[config.mk]
export PLATFORM = sky130hd
export DESIGN_NAME = csr_perm_exec
export DESIGN_NICKNAME = d
export VERILOG_FILES = /design/src/rtl/csr_perm_pkg.sv /design/src/rtl/csr_perm_gate.sv /design/src/rtl/csr_rmw_unit.sv /design/src/rtl/csr_perm_exec.sv
export SDC_FILE = /design/constraint.sdc
export NUM_CORES = 1
export LEC_CHECK = 0
export BUFFER_PORTS_ARGS = -buffer_cell sky130_fd_sc_hd__buf_4
export CAP_MARGIN = 20
export CORE_ASPECT_RATIO = 0.9
export CORE_UTILIZATION = 48
export CTS_CLUSTER_DIAMETER = 120
export DETAILED_ROUTE_END_ITERATION = 10
export PLACE_DENSITY_LB_ADDON = 0.08
export SLEW_MARGIN = 20
export SYNTH_ARGS = -nofsm -noshare
export SYNTH_HDL_FRONTEND = slang
export SYNTH_SLANG_ARGS = --single-unit
[constraint.sdc]
create_clock -name clk -period 1.15 [get_ports clk]
set_input_delay 0.23 -clock clk [delete_from_list [all_inputs] [get_ports clk]]
set_output_delay 0.23 -clock clk [all_outputs]
set_load 0.03 [all_outputs]
[src/rtl/csr_perm_pkg.sv]
package csr_perm_pkg;

    typedef enum logic [1:0] {
        OP_NONE = 2'b00,
        OP_SWAP = 2'b01,
        OP_SET  = 2'b10,
        OP_CLR  = 2'b11
    } csr_op_e;

    typedef enum logic [1:0] {
        CAUSE_NONE = 2'b00,
        CAUSE_CSR  = 2'b01,
        CAUSE_MRET = 2'b10
    } fault_cause_e;

endpackage

[src/rtl/csr_perm_gate.sv]
// Permission decision: exempt-window decode and fault qualification.
module csr_perm_gate #(
    parameter int                        ADDR_W    = 12,
    parameter int                        NUM_WIN   = 2,
    parameter int                        WIN_SIZE  = 4,
    parameter logic [NUM_WIN*ADDR_W-1:0] WIN_BASES = {12'hC00, 12'hB00}
) (
    input  logic              valid_i,
    input  logic              illegal_i,
    input  logic              csr_access_i,
    input  logic              mret_i,
    input  logic              cap_mode_i,
    input  logic              perm_i,
    input  logic [ADDR_W-1:0] addr_i,
    output logic              csr_fault_o,
    output logic              mret_fault_o,
    output logic              access_ok_o
);
    localparam int CMP_W = ADDR_W + 1;

    logic [NUM_WIN-1:0] win_hit;

    // One comparator pair per exempt window.
    for (genvar g = 0; g < NUM_WIN; g++) begin : g_win
        localparam logic [ADDR_W-1:0] BASE = WIN_BASES[g*ADDR_W +: ADDR_W];
        localparam logic [CMP_W-1:0]  LO   = {1'b0, BASE};
        localparam logic [CMP_W-1:0]  HI   = LO + CMP_W'(WIN_SIZE);
        logic [CMP_W-1:0] a_ext;
        assign a_ext      = {1'b0, addr_i};
        assign win_hit[g] = (a_ext >= LO) && (a_ext < HI);
    end

    logic exempt;
    logic lacks_perm;
    logic live_csr;
    logic live_mret;

    always_comb begin
        exempt       = |win_hit;
        lacks_perm   = cap_mode_i && !perm_i;
        live_mret    = valid_i && mret_i;
        live_csr     = valid_i && csr_access_i && !illegal_i && !mret_i;
        mret_fault_o = live_mret && lacks_perm;
        csr_fault_o  = live_csr && lacks_perm && !exempt;
        access_ok_o  = live_csr && !(lacks_perm && !exempt);
    end

endmodule

[src/rtl/csr_rmw_unit.sv]
// Read-modify-write datapath: new value, write request, rd value.
module csr_rmw_unit
    import csr_perm_pkg::*;
#(
    parameter int              XLEN      = 32,
    parameter int              ADDR_W    = 12,
    parameter logic [ADDR_W-1:0] ZERO_ADDR = 12'h306
) (
    input  logic              access_ok_i,
    input  logic [1:0]        op_i,
    input  logic              rs1_is_x0_i,
    input  logic [ADDR_W-1:0] addr_i,
    input  logic [XLEN-1:0]   rs1_i,
    input  logic [XLEN-1:0]   old_i,
    output logic              we_o,
    output logic [XLEN-1:0]   wdata_o,
    output logic              rd_we_o,
    output logic [XLEN-1:0]   rd_data_o
);
    csr_op_e      op;
    logic         is_zero_csr;
    logic [XLEN-1:0] seen;

    always_comb begin
        op          = csr_op_e'(op_i);
        is_zero_csr = (addr_i == ZERO_ADDR);
        seen        = is_zero_csr ? '0 : old_i;
        unique case (op)
            OP_SWAP: wdata_o = rs1_i;
            OP_SET:  wdata_o = seen | rs1_i;
            OP_CLR:  wdata_o = seen & ~rs1_i;
            default: wdata_o = seen;
        endcase
        rd_we_o   = access_ok_i && (op != OP_NONE);
        rd_data_o = seen;
        we_o      = rd_we_o && !is_zero_csr &&
                    !((op != OP_SWAP) && rs1_is_x0_i);
    end

endmodule

[src/rtl/csr_perm_exec.sv]
module csr_perm_exec
    import csr_perm_pkg::*;
#(
    parameter int XLEN   = 32,
    parameter int ADDR_W = 12
) (
    input  logic              clk,
    input  logic              rst_n,
    input  logic              instr_valid_i,
    input  logic              illegal_i,
    input  logic              csr_access_i,
    input  logic              mret_i,
    input  logic [1:0]        op_i,
    input  logic              rs1_is_x0_i,
    input  logic [ADDR_W-1:0] csr_addr_i,
    input  logic [XLEN-1:0]   rs1_val_i,
    input  logic [XLEN-1:0]   csr_rdata_i,
    input  logic              cap_mode_i,
    input  logic              pcc_sysreg_perm_i,
    output logic              csr_we_o,
    output logic [ADDR_W-1:0] csr_waddr_o,
    output logic [XLEN-1:0]   csr_wdata_o,
    output logic              rd_we_o,
    output logic [XLEN-1:0]   rd_data_o,
    output logic              perm_fault_o,
    output logic [1:0]        fault_cause_o
);
    typedef struct packed {
        logic              we;
        logic [ADDR_W-1:0] waddr;
        logic [XLEN-1:0]   wdata;
        logic              rd_we;
        logic [XLEN-1:0]   rd_data;
        logic              fault;
        fault_cause_e      cause;
    } out_state_t;

    logic            csr_fault;
    logic            mret_fault;
    logic            access_ok;
    logic            rmw_we;
    logic [XLEN-1:0] rmw_wdata;
    logic            rmw_rd_we;
    logic [XLEN-1:0] rmw_rd_data;

    csr_perm_gate #(
        .ADDR_W  (ADDR_W),
        .NUM_WIN (2),
        .WIN_SIZE(4),
        .WIN_BASES({ADDR_W'(12'hC00), ADDR_W'(12'hB00)})
    ) u_gate (
        .valid_i     (instr_valid_i),
        .illegal_i   (illegal_i),
        .csr_access_i(csr_access_i),
        .mret_i      (mret_i),
        .cap_mode_i  (cap_mode_i),
        .perm_i      (pcc_sysreg_perm_i),
        .addr_i      (csr_addr_i),
        .csr_fault_o (csr_fault),
        .mret_fault_o(mret_fault),
        .access_ok_o (access_ok)
    );

    csr_rmw_unit #(
        .XLEN     (XLEN),
        .ADDR_W   (ADDR_W),
        .ZERO_ADDR(ADDR_W'(12'h306))
    ) u_rmw (
        .access_ok_i(access_ok),
        .op_i       (op_i),
        .rs1_is_x0_i(rs1_is_x0_i),
        .addr_i     (csr_addr_i),
        .rs1_i      (rs1_val_i),
        .old_i      (csr_rdata_i),
        .we_o       (rmw_we),
        .wdata_o    (rmw_wdata),
        .rd_we_o    (rmw_rd_we),
        .rd_data_o  (rmw_rd_data)
    );

    out_state_t st_d, st_q;

    always_comb begin
        st_d         = '0;
        st_d.we      = rmw_we;
        st_d.waddr   = rmw_we ? csr_addr_i : '0;
        st_d.wdata   = rmw_we ? rmw_wdata : '0;
        st_d.rd_we   = rmw_rd_we;
        st_d.rd_data = rmw_rd_we ? rmw_rd_data : '0;
        st_d.fault   = csr_fault || mret_fault;
        if (mret_fault)     st_d.cause = CAUSE_MRET;
        else if (csr_fault) st_d.cause = CAUSE_CSR;
        else                st_d.cause = CAUSE_NONE;
    end

    always_ff @(posedge clk or negedge rst_n) begin
        if (!rst_n) st_q <= '0;
        else        st_q <= st_d;
    end

    assign csr_we_o      = st_q.we;
    assign csr_waddr_o   = st_q.waddr;
    assign csr_wdata_o   = st_q.wdata;
    assign rd_we_o       = st_q.rd_we;
    assign rd_data_o     = st_q.rd_data;
    assign perm_fault_o  = st_q.fault;
    assign fault_cause_o = st_q.cause;

endmodule

==> results of run 1 <==
cell families (layout without fill, tap and decap cells):
logic type             count (synthesis)  after routing  synth area share (%)
buffers and inverters                 25            218                  3.51
flip-flops                            81             81                  64.0
AO/OA/AOI/OAI                         69             69                  15.6
XOR/XNOR                               1              1                 0.277
multiplexers                           1              1                 0.316
AND/OR/NAND/NOR                       93             93                  16.3
per-stage QoR:
step | power (uW) | cell area, sq um
after floorplan | 3240 | 3180
after global placement | 3710 | 4670
after detailed placement | 3730 | 4670
after CTS | 6010 | 5030
after global routing | 6210 | 5100
final | 6010 | 5100
power groups by stage:
stage / sequential (uW) / combinational (uW) / clock [uW]
after floorplan: 3000 / 235 / 0
after CTS: 2880 / 827 / 2300
after global routing: 2890 / 907 / 2420
final: 2880 / 843 / 2280
after detailed placement: 2940 / 792 / 0
after global placement: 2940 / 771 / 0
final timing paths:
path,start,endpoint
setup / recovery,csr_addr_i[10],csr_wdata_o[22]
hold / removal,csr_rdata_i[18],rd_data_o[18]
max in group asynchronous,rst_n,csr_wdata_o[31]
min in group asynchronous,rst_n,csr_waddr_o[3]
cells in the mapped netlist (2+ instances only):
cell type | count | share of area (%)
a21oi_1 | 31 | 4.9
a32oi_1 | 31 | 8.6
and2_1 | 43 | 8.5
and3_1 | 4 | 0.79
buf_2 | 8 | 1.3
clkbuf_1 | 12 | 1.4
dfrtp_1 | 81 | 64
inv_1 | 3 | 0.36
nor2_1 | 34 | 4.0
nor2b_1 | 3 | 0.59
nor3b_1 | 2 | 0.47
o211a_1 | 2 | 0.63
cell type report:
cell class                      instances  share of cell area [%]
Multi-Input combinational cell        164                    22.1
Inverter                                4                   0.344
Sequential cell                        81                    39.8
Timing Repair Buffer                  198                    31.4
Clock buffer                           11                    2.77
Clock inverter                          5                    1.55
Tap cell                               87                    2.13
placed cells by master, fill, tap and decap left out, drive strengths merged, types with 2 or more instances in the layout:
cell type / count
buf: 197
dfrtp: 81
and2: 43
nor2: 34
a21oi: 31
a32oi: 31
clkbuf: 11
and3: 4
inv: 4
nor2b: 3
clkinv: 3
bufinv: 2
nor3b: 2
or2: 2
o211a: 2
registers in the layout, summed over array words and instances, names as in the netlist:
| name | cells |
|---|---|
| csr_waddr_o | 12 |
| csr_wdata_o | 32 |
| csr_we_o | 1 |
| fault_cause_o | 2 |
| perm_fault_o | 1 |
| rd_data_o | 32 |
| rd_we_o | 1 |
routing by layer:
metal | track usage [%] | up-vias | routed length, um
met3 | 6.76 | 21 | 830
met1 | 33.8 | 1431 | 3690
li1 | - | 1333 | -
met5 | 0 | - | 0
met4 | 11.3 | 0 | 237
met2 | 49.8 | 149 | 5090
what timing repair did:
action                     4_1_cts  5_1_grt
hold endpoints to repair        79        0
hold buffers                     1        0
setup endpoints to repair       75       74
pin swaps                        8       15
buffers inserted                 3        1
gates resized for setup         30       18
gates cloned                     2        1
==> run summary, run 1 <==
I/O Buffers - 167
Post-DR wirelength/cell - 17.9 um
TritonCTS clock tree - built
Clock Power Share - 38.0%
WP depth - 6
Failing checks - negative setup slack
Drt total wl - 9850 um
Rel. slew slack - 79.5%
Gr usage total - 28.5%
Worst Tran Pin Value - 306 ps
First drt pass iteration count - 4
Number of global-route vias before repair - 2,923
CP top delay family - compound AO/OA/AOI/OAI gates
N_diodes - 0
Hold Vio Cnt, Final - 0
Root Driver - clkbuf_8
Final design utilization - 81.6%
Critical path arrival - 1440 ps
Clock sinks - 81
P_leak - 0.00270 uW
H-Tree Depth - 3
Critical path buffers and inverters - 2
Switching Share - 23.7%
Worst-path clk slew - 80 ps
Non-Filler Instances - 550
Final setup margin - -44.4 ps
Period utilisation layout - 104%
DRT iter0 DRCs - 130
Fmax - 837 MHz
Reg power frac - 48.0%
Post-Synthesis Cells - 270
Critical Path Sink Type - flip-flop
Sw power - 1430 uW
Hold Crit Class - primary input to flip-flop
Setup-failing EPs final - 52
Outcome - finished, violations left
FFs w/ async S/R, synth - 100%
Layout Area Growth over Synthesis - 60.9%
Num ports - 168
Yosys reg bits - 81
Worst vdd ir - 0.788 mV
Initial antenna violation count - 0
Area of the mapped netlist - 3170 sq um
Post-DRT Antenna Nets - 0
# rows - 27
Pre-CTS setup slack - -388 ps
Most used DFF post-synth - dfrtp_1
Pint - 4580 uW
CTS Buf Count - 9
Post-synth cell types - 28
Die area - 6930 sq um
Multi-input gate area in the final layout - 1130 sq um
Fin Hold WS - 88.3 ps
DP HPWL - 6660 um
Dpl cells - 526
Setup TNS - -734 ps
Sequential cell area - 2030 sq um
Post-synth EDFFs - 0
Syn_nets - 357
Max Slew Vio Count - 0
GRT overflow - 0
Unrepaired setup endpoints after global routing - true
Max-cap violations - 0
Cell Chain, Critical Path - buf_4 -> nor3b_2 -> o2111a_2 -> o211ai_4 -> buf_4 -> nor2_1
Sequential element share of the synthesized area - 64.0%
Avg Synthesized Cell Area - 11.7 sq um
Pin count of the biggest net entering global routing - 34
First-pass GRT wire length - 14,700 um
Setup crit start kind - primary input
Via Count - 2,934
Minimum clock period after layout - 1190 ps
Crit-path max FO - 8
Starting Density - 50.7%
Synth warn - 0
Die height - 79.1 um
CP max-delay cell - o2111a_2
# fillers - 373
Die width - 87.6 um
Hold depth - 2
Drt drc - 0
Crit path largest cell delay - 310 ps
Placeable Area - 6250 sq um
CP Class - primary input to flip-flop
Layout cell share with drive strength beyond 1 - 52.7%
Routability cong. - 0.762
Max clock buf depth - 2
Pwr Density - 1180 nW/um^2
Most frequent CP cell - buf_4
Via density per instance - 5.33
Logic pwr share - 14.0%
Layout Nets - 545
Data required, critical path - 1390 ps
Power figures use the tool's default switching activity.
==> run 2, diff against run 1 <==
==> constraint.sdc (replaced) <==
create_clock -name clk -period 1.15 [get_ports clk]
set_input_delay 0.1725 -clock clk [delete_from_list [all_inputs] [get_ports clk]]
set_output_delay 0.1725 -clock clk [all_outputs]
set_load 0.03 [all_outputs]
==> run 2 against run 1 <==
Net effect:
- the run now ends clean
- maximum frequency is 4.8% higher
- critical path depth did not move
- sequential share of layout area is 0.63 points higher
- worst hold slack worse by 45 ps
- routed wire length is 5.1% lower
- worst setup slack improved by 55 ps
- largest cell class unchanged
- combinational power fell by 2.5%
- core utilization is 1.3 points lower
- largest power group unchanged
- via count down 1.9%
- power decreased by 2.6%
- sequential cell count did not move
- non-clock buffer count fell by 3
==> run summary, run 2 (synthesized netlist as in run 1, its figures left out) <==
Outcome - finished clean (was finished, violations left)
Non-Filler Instances - 547 (was 550)
P_leak - 0.00266 uW (was 0.00270 uW)
Hold Crit Class - primary input to flip-flop (unchanged)
Drt total wl - 9350 um (was 9850 um)
Routability cong. - 0.758 (was 0.762)
Worst vdd ir - 0.825 mV (was 0.788 mV)
Max clock buf depth - 2 (unchanged)
First-pass GRT wire length - 13,900 um (was 14,700 um)
CP Class - primary input to flip-flop (unchanged)
Pin count of the biggest net entering global routing - 34 (unchanged)
Worst-path clk slew - 80 ps (about the same)
Fmax - 877 MHz (was 837 MHz)
Pre-CTS setup slack - -327 ps (was -388 ps)
Max-cap violations - 0 (unchanged)
Sw power - 1380 uW (was 1430 uW)
Hold Vio Cnt, Final - 0 (unchanged)
Drt drc - 0 (unchanged)
Pint - 4470 uW (was 4580 uW)
Root Driver - clkbuf_8 (unchanged)
I/O Buffers - 167 (unchanged)
Die width - 87.6 um (unchanged)
Setup crit start kind - primary input (unchanged)
Minimum clock period after layout - 1140 ps (was 1190 ps)
Most common cell after layout, fill and taps aside - buf_4 (unchanged)
# rows - 27 (unchanged)
Crit path largest cell delay - 290 ps (was 310 ps)
Layout Area Growth over Synthesis - 58.4% (was 60.9%)
CTS Buf Count - 9 (unchanged)
Reg power frac - 49.3% (was 48.0%)
Period utilisation layout - 99.1% (was 104%)
DRT iter0 DRCs - 144 (was 130)
Dpl cells - 526 (unchanged)
Number of global-route vias before repair - 2,809 (was 2,923)
Final Cell Area - 5020 sq um (was 5100 sq um)
Via density per instance - 5.26 (was 5.33)
Sequential cell area - 2030 sq um (unchanged)
Multi-input gate area in the final layout - 1080 sq um (was 1130 sq um)
Layout cell share with drive strength beyond 1 - 48.0% (was 52.7%)
Post-DRT Antenna Nets - 0 (unchanged)
Die area - 6930 sq um (unchanged)
Initial antenna violation count - 0 (unchanged)
First drt pass iteration count - 4 (unchanged)
Num ports - 168 (unchanged)
Worst Hold End - rd_data_o[10] (was rd_data_o[18])
Final Power - 5850 uW (was 6010 uW)
Max Slew Vio Count - 0 (unchanged)
Gr usage total - 27.0% (was 28.5%)
Die height - 79.1 um (unchanged)
Crit-path max FO - 8 (unchanged)
Post-DR wirelength/cell - 17.1 um (was 17.9 um)
H-Tree Depth - 3 (unchanged)
CP max-delay cell - o2111a_2 (unchanged)
Cell Chain, Critical Path - buf_4 -> and3b_1 -> o2111a_2 -> o211ai_4 -> buf_4 -> nor2_1 (was buf_4 -> nor3b_2 -> o2111a_2 -> o211ai_4 -> buf_4 -> nor2_1)
Critical path buffers and inverters - 2 (unchanged)
N_diodes - 0 (unchanged)
Critical path arrival - 1370 ps (was 1440 ps)
DP HPWL - 6620 um (was 6660 um)
Starting Density - 50.7% (unchanged)
Layout Nets - 542 (was 545)
Post-place instance area - 4670 sq um (unchanged)
Worst Tran Pin Value - 304 ps (was 306 ps)
GRT overflow - 0 (unchanged)
Setup-failing EPs final - 0 (was 52)
Critical Path Sink Type - flip-flop (unchanged)
HP Start - csr_rdata_i[10] (was csr_rdata_i[18])
Final setup margin - 10.3 ps (was -44.4 ps)
Clock Power Share - 36.7% (was 38.0%)
Unrepaired setup endpoints after global routing - true (unchanged)
Most frequent CP cell - buf_4 (unchanged)
Pwr Density - 1170 nW/um^2 (was 1180 nW/um^2)
Hold depth - 2 (unchanged)
Most frequent cells in the layout - buf_4, dfrtp_1, and2_1 (was buf_4, dfrtp_1, nor2_1)
Via Count - 2,877 (was 2,934)
TritonCTS clock tree - built (unchanged)
Logic pwr share - 14.0% (about the same)
# fillers - 403 (was 373)
Data required, critical path - 1380 ps (was 1390 ps)
Rel. slew slack - 79.6% (was 79.5%)
Placeable Area - 6250 sq um (unchanged)
Switching Share - 23.6% (was 23.7%)
CP top delay family - compound AO/OA/AOI/OAI gates (unchanged)
Clock sinks - 81 (unchanged)
Setup TNS - 0 ps (was -734 ps)
run 2: layout make-up:
class / count / share of cell area [%]
well taps: 87 / 2.17
multi-input cells: 164 / 21.5
clock buffers: 14 / 3.44
clock inverters: 2 / 0.698
inverters: 4 / 0.349
repair buffers: 195 / 31.4
flip-flops and latches: 81 / 40.4
run 2: per-stage QoR:
step,util (%),hold slack [ps]
final,80.3,43.5
after global routing,80.3,33.5
after CTS,78.2,31.8
after detailed placement,74.7,14.2
after global placement,74.7,12.4
after floorplan,-,-123
run 2: worst max path at each step:
stage	depth (start not counted)	endpoint	slack, ps	startpoint
2_1_floorplan	6	csr_waddr_o[10]	-110	csr_addr_i[9]
3_5_place_dp	6	csr_wdata_o[22]	-330	csr_addr_i[10]
3_3_place_gp	6	rd_data_o[12]	-290	csr_addr_i[9]
4_1_cts	7	rd_data_o[7]	30	csr_addr_i[3]
6_report	6	csr_wdata_o[25]	10	csr_addr_i[9]
5_1_grt	7	csr_wdata_o[2]	-70	csr_addr_i[10]
run 2: routing by layer:
metal,track usage [%],up-vias,routed length [um]
met3,8.63,13,913
li1,-,1319,-
met2,45.5,145,4880
met1,32.6,1400,3430
met4,9.02,0,128
met5,0,-,0
run 2: power groups by stage:
| stage | clock (uW) | combinational, uW | sequential [uW] |
|---|---|---|---|
| CTS | 2160 | 801 | 2880 |
| detailed placement | 0 | 794 | 2940 |
| floorplan | 0 | 235 | 3000 |
| finish | 2150 | 822 | 2880 |
| global placement | 0 | 773 | 2940 |
| global route | 2300 | 895 | 2890 |
run 2: what timing repair did:
action | CTS | global route
setup buffers | 0 | 1
endpoints found under the hold margin | 81 | 0
hold buffers | 1 | 0
resized for setup | 0 | 24
endpoints found under the setup margin | 0 | 68
